**config.mk**
```make
export PLATFORM = sky130hd
export DESIGN_NAME = testctl_reg
export DESIGN_NICKNAME = d
export VERILOG_FILES = /design/src/rtl/tcr_pkg.sv /design/src/rtl/tcr_bus_if.sv /design/src/rtl/tcr_ctl_store.sv /design/src/rtl/tcr_port_mux.sv /design/src/rtl/testctl_reg.sv
export SDC_FILE = /design/constraint.sdc
export NUM_CORES = 1
export LEC_CHECK = 0
export BUFFER_PORTS_ARGS = -buffer_cell sky130_fd_sc_hd__buf_2
export CAP_MARGIN = 30
export CORE_MARGIN = 2
export CORE_UTILIZATION = 36
export DETAILED_ROUTE_END_ITERATION = 12
export PLACE_DENSITY = 0.78
export SKIP_LAST_GASP = 1
export SLEW_MARGIN = 10
export SYNTH_ARGS = -nofsm -noshare
export SYNTH_HDL_FRONTEND = slang
export SYNTH_SLANG_ARGS = --single-unit
```
**constraint.sdc**
```tcl
create_clock -name clk -period 2.8 [get_ports clk]
set_input_delay 0.14 -clock clk [delete_from_list [all_inputs] [get_ports clk]]
set_output_delay 0.14 -clock clk [all_outputs]
set_load 0.01 [all_outputs]
```
**src/rtl/tcr_pkg.sv**
```systemverilog
package tcr_pkg;
   localparam int unsigned CTL_W        = 8;
   localparam int unsigned B_ILOP       = 7;
   localparam int unsigned B_SPARE      = 6;
   localparam int unsigned B_CCR_OUT    = 5;
   localparam int unsigned B_CLK_BYP    = 4;
   localparam int unsigned B_RST_DIS    = 3;
   localparam int unsigned B_COP_MODE   = 2;
   localparam int unsigned B_COP_FORCE  = 1;
   localparam int unsigned B_TMR_TEST   = 0;

   typedef logic [CTL_W-1:0] ctl_t;

   localparam ctl_t WR_MASK     = ~(ctl_t'(1) << B_SPARE);
   localparam ctl_t RST_SPECIAL = ctl_t'(1) << B_RST_DIS;
endpackage

```
**src/rtl/tcr_bus_if.sv**
```systemverilog
module tcr_bus_if
   import tcr_pkg::*;
#(
   parameter int unsigned ADDR_W = 6,
   parameter logic [ADDR_W-1:0] OFFSET = 6'h3E
) (
   input  logic              special_i,
   input  logic [ADDR_W-1:0] addr_i,
   input  logic              wr_i,
   input  ctl_t              ctl_q_i,
   output logic              wr_en_o,
   output ctl_t              rdata_o
);
   logic sel;

   always_comb begin
      sel     = (addr_i == OFFSET);
      wr_en_o = sel & wr_i & special_i;
      rdata_o = (sel & special_i) ? ctl_q_i : '0;
   end
endmodule

```
**src/rtl/tcr_ctl_store.sv**
```systemverilog
module tcr_ctl_store
   import tcr_pkg::*;
(
   input  logic clk,
   input  logic rst_n,
   input  logic special_i,
   input  logic wr_en_i,
   input  ctl_t wdata_i,
   output ctl_t ctl_q_o
);
   ctl_t ctl_q;

   always_ff @(posedge clk) begin
      if (!rst_n)
         ctl_q <= special_i ? RST_SPECIAL : '0;
      else if (!special_i)
         ctl_q <= '0;
      else if (wr_en_i)
         ctl_q <= wdata_i & WR_MASK;
   end

   assign ctl_q_o = ctl_q;


   reset_value_chk: assert property (@(posedge clk)
      !rst_n |=> ctl_q == ($past(special_i) ? RST_SPECIAL : ctl_t'(0)));


   normal_clear_chk: assert property (@(posedge clk) disable iff (!rst_n)
      !special_i |=> ctl_q == '0);


   spare_zero_chk: assert property (@(posedge clk) disable iff (!rst_n)
      ctl_q[B_SPARE] == 1'b0);


   write_take_chk: assert property (@(posedge clk) disable iff (!rst_n)
      (wr_en_i && special_i) |=> ctl_q == ($past(wdata_i) & WR_MASK));
endmodule

```
**src/rtl/tcr_port_mux.sv**
```systemverilog
module tcr_port_mux #(
   parameter int unsigned PORT_W  = 8,
   parameter int unsigned CC_BITS = 5
) (
   input  logic               clk,
   input  logic               rst_n,
   input  logic               ovr_i,
   input  logic [CC_BITS-1:0] flags_i,
   input  logic [PORT_W-1:0]  norm_i,
   output logic [PORT_W-1:0]  port_o
);
   localparam int unsigned LO_W = PORT_W - CC_BITS;

   if (CC_BITS > PORT_W || CC_BITS == 0) begin : g_bad_width
      $error("tcr_port_mux: CC_BITS must be 1..PORT_W");
   end

   for (genvar i = 0; i < PORT_W; i++) begin : g_bit
      if (i >= LO_W) begin : g_ovr
         assign port_o[i] = ovr_i ? flags_i[i - LO_W] : norm_i[i];
      end else begin : g_pass
         assign port_o[i] = norm_i[i];
      end
   end


   flags_out_chk: assert property (@(posedge clk) disable iff (!rst_n)
      ovr_i |-> port_o[PORT_W-1 -: CC_BITS] == flags_i);


   norm_out_chk: assert property (@(posedge clk) disable iff (!rst_n)
      !ovr_i |-> port_o == norm_i);
endmodule

```
**src/rtl/testctl_reg.sv**
```systemverilog
module testctl_reg
   import tcr_pkg::*;
#(
   parameter int unsigned ADDR_W = 6,
   parameter logic [ADDR_W-1:0] OFFSET = 6'h3E,
   parameter int unsigned PORT_W = 8,
   parameter int unsigned CC_BITS = 5
) (
   input  logic               clk,
   input  logic               rst_n,
   input  logic               special_mode_i,
   input  logic [ADDR_W-1:0]  bus_addr_i,
   input  logic               bus_wr_i,
   input  logic [7:0]         bus_wdata_i,
   output logic [7:0]         bus_rdata_o,
   input  logic [CC_BITS-1:0] cc_flags_i,
   input  logic [PORT_W-1:0]  port_norm_i,
   output logic [PORT_W-1:0]  port_o,
   output logic               ilop_test_en_o,
   output logic               ccr_out_en_o,
   output logic               clk_bypass_o,
   output logic               rst_disable_o,
   output logic               cop_force_mode_o,
   output logic               cop_force_o,
   output logic               tmr_test_o
);
   if (CTL_W != 8) begin : g_bad_ctl
      $error("testctl_reg: control byte must be 8 bits");
   end

   ctl_t ctl_q;
   ctl_t ctl_vis;
   logic wr_en;

   tcr_bus_if #(.ADDR_W(ADDR_W), .OFFSET(OFFSET)) u_bus (
      .special_i (special_mode_i),
      .addr_i    (bus_addr_i),
      .wr_i      (bus_wr_i),
      .ctl_q_i   (ctl_q),
      .wr_en_o   (wr_en),
      .rdata_o   (bus_rdata_o)
   );

   tcr_ctl_store u_store (
      .clk       (clk),
      .rst_n     (rst_n),
      .special_i (special_mode_i),
      .wr_en_i   (wr_en),
      .wdata_i   (bus_wdata_i),
      .ctl_q_o   (ctl_q)
   );

   assign ctl_vis = ctl_q & {CTL_W{special_mode_i}};

   assign ilop_test_en_o   = ctl_vis[B_ILOP];
   assign ccr_out_en_o     = ctl_vis[B_CCR_OUT];
   assign clk_bypass_o     = ctl_vis[B_CLK_BYP];
   assign rst_disable_o    = ctl_vis[B_RST_DIS];
   assign cop_force_mode_o = ctl_vis[B_COP_MODE];
   assign cop_force_o      = ctl_vis[B_COP_FORCE];
   assign tmr_test_o       = ctl_vis[B_TMR_TEST];

   tcr_port_mux #(.PORT_W(PORT_W), .CC_BITS(CC_BITS)) u_mux (
      .clk     (clk),
      .rst_n   (rst_n),
      .ovr_i   (ccr_out_en_o),
      .flags_i (cc_flags_i),
      .norm_i  (port_norm_i),
      .port_o  (port_o)
   );


   normal_quiet_chk: assert property (@(posedge clk) disable iff (!rst_n)
      !special_mode_i |-> (bus_rdata_o == 8'h00 && !ccr_out_en_o && !rst_disable_o
                           && !ilop_test_en_o && !cop_force_o));


   other_addr_chk: assert property (@(posedge clk) disable iff (!rst_n)
      (bus_addr_i != OFFSET) |-> bus_rdata_o == 8'h00);


   other_wr_chk: assert property (@(posedge clk) disable iff (!rst_n)
      ($past(rst_n) && special_mode_i && $past(special_mode_i) && $past(bus_wr_i)
       && $past(bus_addr_i) != OFFSET) |-> $stable(ctl_q));
endmodule

```
==> results of run 1 <==
-- power breakdown --
group | switching, mW | internal (mW) | total (mW)
logic | 0.0295 | 0.0377 | 0.0672
registers | 0.00193 | 0.125 | 0.127
clock network | 0.0369 | 0.0544 | 0.0912
total | 0.0682 | 0.217 | 0.286
-- worst max-delay path: cells and delay by family (launching register included) --
family	cells	cell delay, ns
buffers and inverters	1	0.14
DFF	1	0.37
muxes	1	0.35
and+or+nand+nor	1	0.17
-- final cells by class --
cell class	instances	area, µm²	area share (%)
clock buffers	4	26.3	3.54
multi-input cells	31	255	34.3
flip-flops and latches	7	210	28.3
inverters	2	7.51	1.01
repair buffers	45	225	30.3
well taps	15	18.8	2.53
-- layout by cell type (no fill, tap or decap), drive strengths merged --
| master | netlist | routed |
|---|---|---|
| nor3 | 1 | 1 |
| mux2 | 5 | 5 |
| and2 | 6 | 6 |
| conb | 1 | 1 |
| clkbuf | 0 | 4 |
| buf | 5 | 45 |
| nand2 | 2 | 2 |
| and3 | 6 | 6 |
| a21boi | 1 | 1 |
| edfxtp | 7 | 7 |
| nand4b | 1 | 1 |
| o211ai | 1 | 1 |
| inv | 2 | 2 |
| nand3 | 1 | 1 |
| nor3b | 6 | 6 |
-- metrics by stage --
| stage | worst slack (ns) | util (%) | cell area (µm²) |
|---|---|---|---|
| detailed placement | 1.25 | 54.4 | 717 |
| global placement | 1.29 | 54.4 | 717 |
| CTS | 1.37 | 56.4 | 743 |
| global route | 1.32 | 56.4 | 743 |
| finish | 1.39 | 56.4 | 743 |
| floorplan | 1.53 | - | 514 |
-- cell usage after synthesis --
cell type	count
sky130_fd_sc_hd__buf_6	1
sky130_fd_sc_hd__nand2_2	1
sky130_fd_sc_hd__inv_1	2
sky130_fd_sc_hd__mux2_4	2
sky130_fd_sc_hd__mux2_2	3
sky130_fd_sc_hd__and2_4	2
sky130_fd_sc_hd__conb_1	1
sky130_fd_sc_hd__edfxtp_1	7
sky130_fd_sc_hd__nand4b_2	1
sky130_fd_sc_hd__nand2_1	1
sky130_fd_sc_hd__nor3_1	1
sky130_fd_sc_hd__nand3_1	1
sky130_fd_sc_hd__and3_2	6
sky130_fd_sc_hd__nor3b_1	6
sky130_fd_sc_hd__a21boi_0	1
sky130_fd_sc_hd__o211ai_1	1
sky130_fd_sc_hd__buf_4	4
sky130_fd_sc_hd__and2_2	4
-- metal layers --
layer | up-vias | track usage (%) | routed length, µm
met5 | - | 0 | 0
li1 | 244 | - | -
met3 | 3 | 5.65 | 165
met2 | 35 | 22.5 | 544
met4 | 0 | 12.3 | 29
met1 | 194 | 12.3 | 336
-- path summary, 6_finish.rpt --
path | start | to | cells after the start | slack (ns)
worst min-delay path | bus_wdata_i[5] | u_store.ctl_q_o[5] | 2 | 0.22
worst max-delay path | u_store.ctl_q_o[5] | port_o[7] | 3 | 1.39
-- kinds of logic after synthesis --
| kind of cell | Yosys count |
|---|---|
| AO/OA/AOI/OAI | 2 |
| buffers and inverters | 7 |
| flip-flops | 7 |
| multiplexers | 5 |
| other | 1 |
| AND/OR/NAND/NOR | 23 |
==> results.sh, run 1 <==
export IMPL_gr_usage_all_layers_pct=13.5
export IMPL_worst_path_max_fanout=7
export IMPL_finalPower_mw=0.286
export IMPL_portBuffers=45
export IMPL_yosys_cell_types_count=18
export IMPL_synth_compound_area_share_pct=2.92
export IMPL_cap_viol_max_count=0
export IMPL_cts_buffers=3
export IMPL_final_period_minus_worst_setup_slack_ns=1.41
export IMPL_fillers=127
export IMPL_timing_critical_path_slowest_cell_delay_ns=0.37
export IMPL_placeableCoreArea_mm2=0.00132
export IMPL_post_route_drc_count=0
export IMPL_worst_pin_slew_ns=0.631
export IMPL_chipHeight_um=41.8
export IMPL_post_synth_top_area_cell="sky130_fd_sc_hd__edfxtp_1"
export IMPL_p_leak_nw=0.409
export IMPL_drtAntennaViolNets=0
export IMPL_gp_routability_congestion=0.663
export IMPL_final_hold_violation_count=0
export IMPL_cts_root_buf="sky130_fd_sc_hd__clkbuf_4"
export IMPL_synth_top_cell_area_share_pct=40.9
export IMPL_dpl_cell_count=100
export IMPL_grt_overflow=0
export IMPL_timing_setup_tns_ns=0
export IMPL_post_synth_adder_cell_area_pct=0
export IMPL_yosys_mux_area_fraction_pct=12.4
export IMPL_final_cell_count_no_fill=104
export IMPL_largest_register_ff_count=7
export IMPL_post_synth_cell_area_avg_um2=11.4
export IMPL_required_time_of_the_critical_path_ns=2.66
export IMPL_synth_cells=45
export IMPL_holdWs_ns=0.222
export IMPL_crit_path_top_delay_cell="sky130_fd_sc_hd__edfxtp_1"
export IMPL_number_of_buffers_on_the_longest_clock_path=2
export IMPL_post_synth_xor_area_fraction_pct=0
export IMPL_grt_first_pass_wirelength_mm=1.78
export IMPL_drive_gt1_share_pct=75.3
export IMPL_power_density_normalized_to_cell_area_mw_per_mm2=384
export IMPL_cts_tree="yes"
export IMPL_dominant_combinational_cell_family_by_area_after_synthesis="simple AND/OR/NAND/NOR gates"
export IMPL_num_ports=54
export IMPL_antenna_cells_inserted=0
export IMPL_crit_arrival_ns=1.27
export IMPL_drt_initial_drc_count=2
export IMPL_timing_setup_critical_path_class="flip-flop to output pin"
export IMPL_synthTopCellsByArea="sky130_fd_sc_hd__edfxtp_1 (41%), sky130_fd_sc_hd__and3_2 (8.8%), sky130_fd_sc_hd__nor3b_1 (8.8%)"
export IMPL_cts_resized=0
export IMPL_clock_fmax_mhz=708
export IMPL_outcome="finished, final reports clean"
export IMPL_synth_warnings=0
export IMPL_numClockSinks=7
export IMPL_synth_simple_gate_area_share_pct=33.6
export IMPL_wl_mm=1.08
export IMPL_grt_setup_unrepaired="no"
export IMPL_mappedNetlistNets=76
export IMPL_start_util_pct=39.0
export IMPL_timing_max_transition_violations_final=0
export IMPL_viasPerCell=4.58
export IMPL_first_global_vias=444
export IMPL_num_vias=476
export IMPL_antenna_found_initial=0
export IMPL_detailedPlacementHpwl_um=885
export IMPL_worst_setup_path_start_kind="flip-flop"
export IMPL_vdd_drop_max_mv=0.263
export IMPL_rows=13
export IMPL_grt_start_max_net_pins=16
export IMPL_worstPathCellList="nand2_2 > mux2_2 > buf_2"
export IMPL_hold_path_class="input pin to flip-flop"
export IMPL_finalSetupViolCount=0
export IMPL_end_kind="output pin"
export IMPL_worst_setup_hold_path_clk_slew_ns=0.05
export IMPL_die_w_um=41.8
export IMPL_slew_limit_headroom_pct=57.7
export IMPL_syn_std_cell_area_um2=514
export IMPL_finish_net_count=121
export IMPL_fp_dieArea_mm2=0.00175
export IMPL_ys_seq_area_share_pct=40.9
export IMPL_postCtsSetupRepairBufs=0
export IMPL_drt_pre_antenna_iters=3
export IMPL_routedWlPerCell_um=10.3
export IMPL_ctsHoldBuffers=0
export IMPL_cts_htree_levels=1
export IMPL_synthToLayoutAreaGrowth_pct=44.5
export IMPL_min_period_over_period_pct=50.4
export IMPL_ys_ff_latch=7
No activity file was read; power rests on OpenSTA's default activity.
==> run 2: changes to the inputs <==
Settings changed: CORE_UTILIZATION 36 to 30, PLACE_DENSITY 0.78 to 0.69.
Clock period 2.8 ns to 1.2 ns, I/O delays scaled along.
==> results.sh, run 2 (synthesis gave the netlist of run 1 again) <==
export IMPL_outcome="finished, violations left"
export IMPL_failed_checks="setup timing"
export IMPL_netSwitchingFraction_pct=23.3
export IMPL_grt_overflow=0
export IMPL_final_cell_count_no_fill=108
export IMPL_grt_first_pass_wirelength_mm=1.90
export IMPL_dpl_cell_count=103
export IMPL_grt_setup_unrepaired="yes"
export IMPL_timing_setup_critical_path_class="flip-flop to output pin"
export IMPL_hold_path_class="input pin to output pin"
export IMPL_whs_endpoint="port_o[2]"
export IMPL_clockPowerShare_pct=29.2
export IMPL_final_hold_violation_count=0
export IMPL_min_period_over_period_pct=108
export IMPL_num_ports=54
export IMPL_worstHoldStart="port_norm_i[2]"
export IMPL_drt_initial_drc_count=9
export IMPL_ctsHoldBuffers=0
export IMPL_cts_tree="yes"
export IMPL_synthToLayoutAreaGrowth_pct=59.4
export IMPL_worst_path_max_fanout=7
export IMPL_final_cell_mix="sky130_fd_sc_hd__buf_2 (40), sky130_fd_sc_hd__edfxtp_1 (7), sky130_fd_sc_hd__nor3b_1 (6), sky130_fd_sc_hd__and3_2 (6)"
export IMPL_start_util_pct=33.0
export IMPL_dpl_worst_slack_ns=0.127
export IMPL_finish_net_count=124
export IMPL_number_of_buffers_on_the_longest_clock_path=2
export IMPL_worst_setup_hold_path_clk_slew_ns=0.05
export IMPL_timing_hold_worst_path_depth=0
export IMPL_cap_viol_max_count=0
export IMPL_die_w_um=45.4
export IMPL_grt_start_max_net_pins=16
export IMPL_routedWlPerCell_um=11.5
export IMPL_place_area_um2=733
export IMPL_first_global_vias=498
export IMPL_required_time_of_the_critical_path_ns=1.14
export IMPL_timing_max_transition_violations_final=0
export IMPL_largest_register_ff_count=7
export IMPL_cts_buffers=3
export IMPL_wl_mm=1.24
export IMPL_final_period_minus_worst_setup_slack_ns=1.30
export IMPL_drtAntennaViolNets=0
export IMPL_power_density_normalized_to_cell_area_mw_per_mm2=848
export IMPL_placeableCoreArea_mm2=0.00156
export IMPL_layout_cells_most_common="sky130_fd_sc_hd__buf_2"
export IMPL_seq_power_share_pct=42.8
export IMPL_antenna_cells_inserted=0
export IMPL_cts_root_buf="sky130_fd_sc_hd__clkbuf_4"
export IMPL_crit_arrival_ns=1.24
export IMPL_holdWs_ns=0.120
export IMPL_post_route_drc_count=0
export IMPL_cts_htree_levels=1
export IMPL_power_net_switching_mw=0.162
export IMPL_rows=14
export IMPL_worst_setup_path_start_kind="flip-flop"
export IMPL_fin_ws_ns=-0.0954
export IMPL_clock_fmax_mhz=772
export IMPL_p_leak_nw=0.454
export IMPL_timing_setup_tns_ns=-0.434
export IMPL_fp_dieArea_mm2=0.00206
export IMPL_end_kind="output pin"
export IMPL_finalPower_mw=0.695
export IMPL_num_vias=508
export IMPL_post_route_cell_area_um2=820
export IMPL_comb_power_share_pct=27.9
export IMPL_drt_pre_antenna_iters=4
export IMPL_numClockSinks=7
export IMPL_gp_routability_congestion=0.650
export IMPL_portBuffers=45
export IMPL_fillers=147
export IMPL_gr_usage_all_layers_pct=12.9
export IMPL_antenna_found_initial=0
export IMPL_finalSetupViolCount=5
export IMPL_viasPerCell=4.70
export IMPL_chipHeight_um=45.4
export IMPL_drive_gt1_share_pct=77.2
export IMPL_p_int_mw=0.533
export IMPL_vdd_drop_max_mv=0.495
export IMPL_finalCoreUtilization_pct=52.6
==> run 2: changes by cell type in the layout (fill, tap and decap cells not counted) <==
cell | before | now
sky130_fd_sc_hd__nor3_2 | 0 | 1
sky130_fd_sc_hd__mux2_2 | 3 | 0
sky130_fd_sc_hd__buf_6 | 0 | 5
sky130_fd_sc_hd__nand2_2 | 1 | 0
sky130_fd_sc_hd__buf_4 | 0 | 3
sky130_fd_sc_hd__nand2_4 | 0 | 1
sky130_fd_sc_hd__mux2_4 | 2 | 5
sky130_fd_sc_hd__nor3_1 | 1 | 0
sky130_fd_sc_hd__buf_2 | 45 | 40
==> run 2: critical path, cell delays in order, from the launching register on <==
cell                       delay, ns
sky130_fd_sc_hd__edfxtp_1       0.40
sky130_fd_sc_hd__nand2_4        0.14
sky130_fd_sc_hd__mux2_4         0.33
sky130_fd_sc_hd__buf_6          0.12
==> run 2: layout make-up <==
class / count / area [µm²] / area share (%)
Clock buffer: 4 / 26.3 / 3.21
Inverter: 2 / 7.51 / 0.916
Multi-Input combinational cell: 31 / 277 / 33.7
Sequential cell: 7 / 210 / 25.6
Tap cell: 16 / 20.0 / 2.44
Timing Repair Buffer: 48 / 279 / 34.0
==> run 2: worst max path at each step <==
| stage | start | endpoint | slack [ns] | depth (start not counted) |
|---|---|---|---|---|
| 2_1_floorplan | bus_addr_i[0] | u_store.ctl_q_o[0] | 0.007 | 2 |
| 3_3_place_gp | u_store.ctl_q_o[5] | port_o[5] | 0.14 | 3 |
| 3_5_place_dp | u_store.ctl_q_o[5] | port_o[5] | 0.13 | 3 |
| 4_1_cts | u_store.ctl_q_o[5] | port_o[5] | -0.09 | 3 |
| 5_1_grt | u_store.ctl_q_o[5] | port_o[5] | -0.13 | 3 |
| 6_report | u_store.ctl_q_o[5] | port_o[7] | -0.1 | 3 |
==> run 2: power groups by stage <==
stage / sequential (mW) / clock (mW) / combinational (mW)
5_1_grt: 0.299 / 0.225 / 0.213
3_3_place_gp: 0.301 / 0 / 0.159
2_1_floorplan: 0.300 / 0 / 0.0974
4_1_cts: 0.298 / 0.206 / 0.190
3_5_place_dp: 0.301 / 0 / 0.161
6_report: 0.298 / 0.203 / 0.194
==> run 2: routing by layer <==
metal / global-route usage (%) / vias to the layer above / share of wire [%]
li1: - / 252 / -
met1: 12.0 / 220 / 35
met5: 0 / - / 0
met2: 24.2 / 32 / 53
met3: 2.78 / 4 / 9.7
met4: 9.41 / 0 / 2.3
==> run 2: what timing repair did <==
item | 4_1_cts | 5_1_grt
pin swaps | 1 | 0
endpoints found under the setup margin | 5 | 6
gates resized for setup | 9 | 1
buffers inserted | 1 | 0
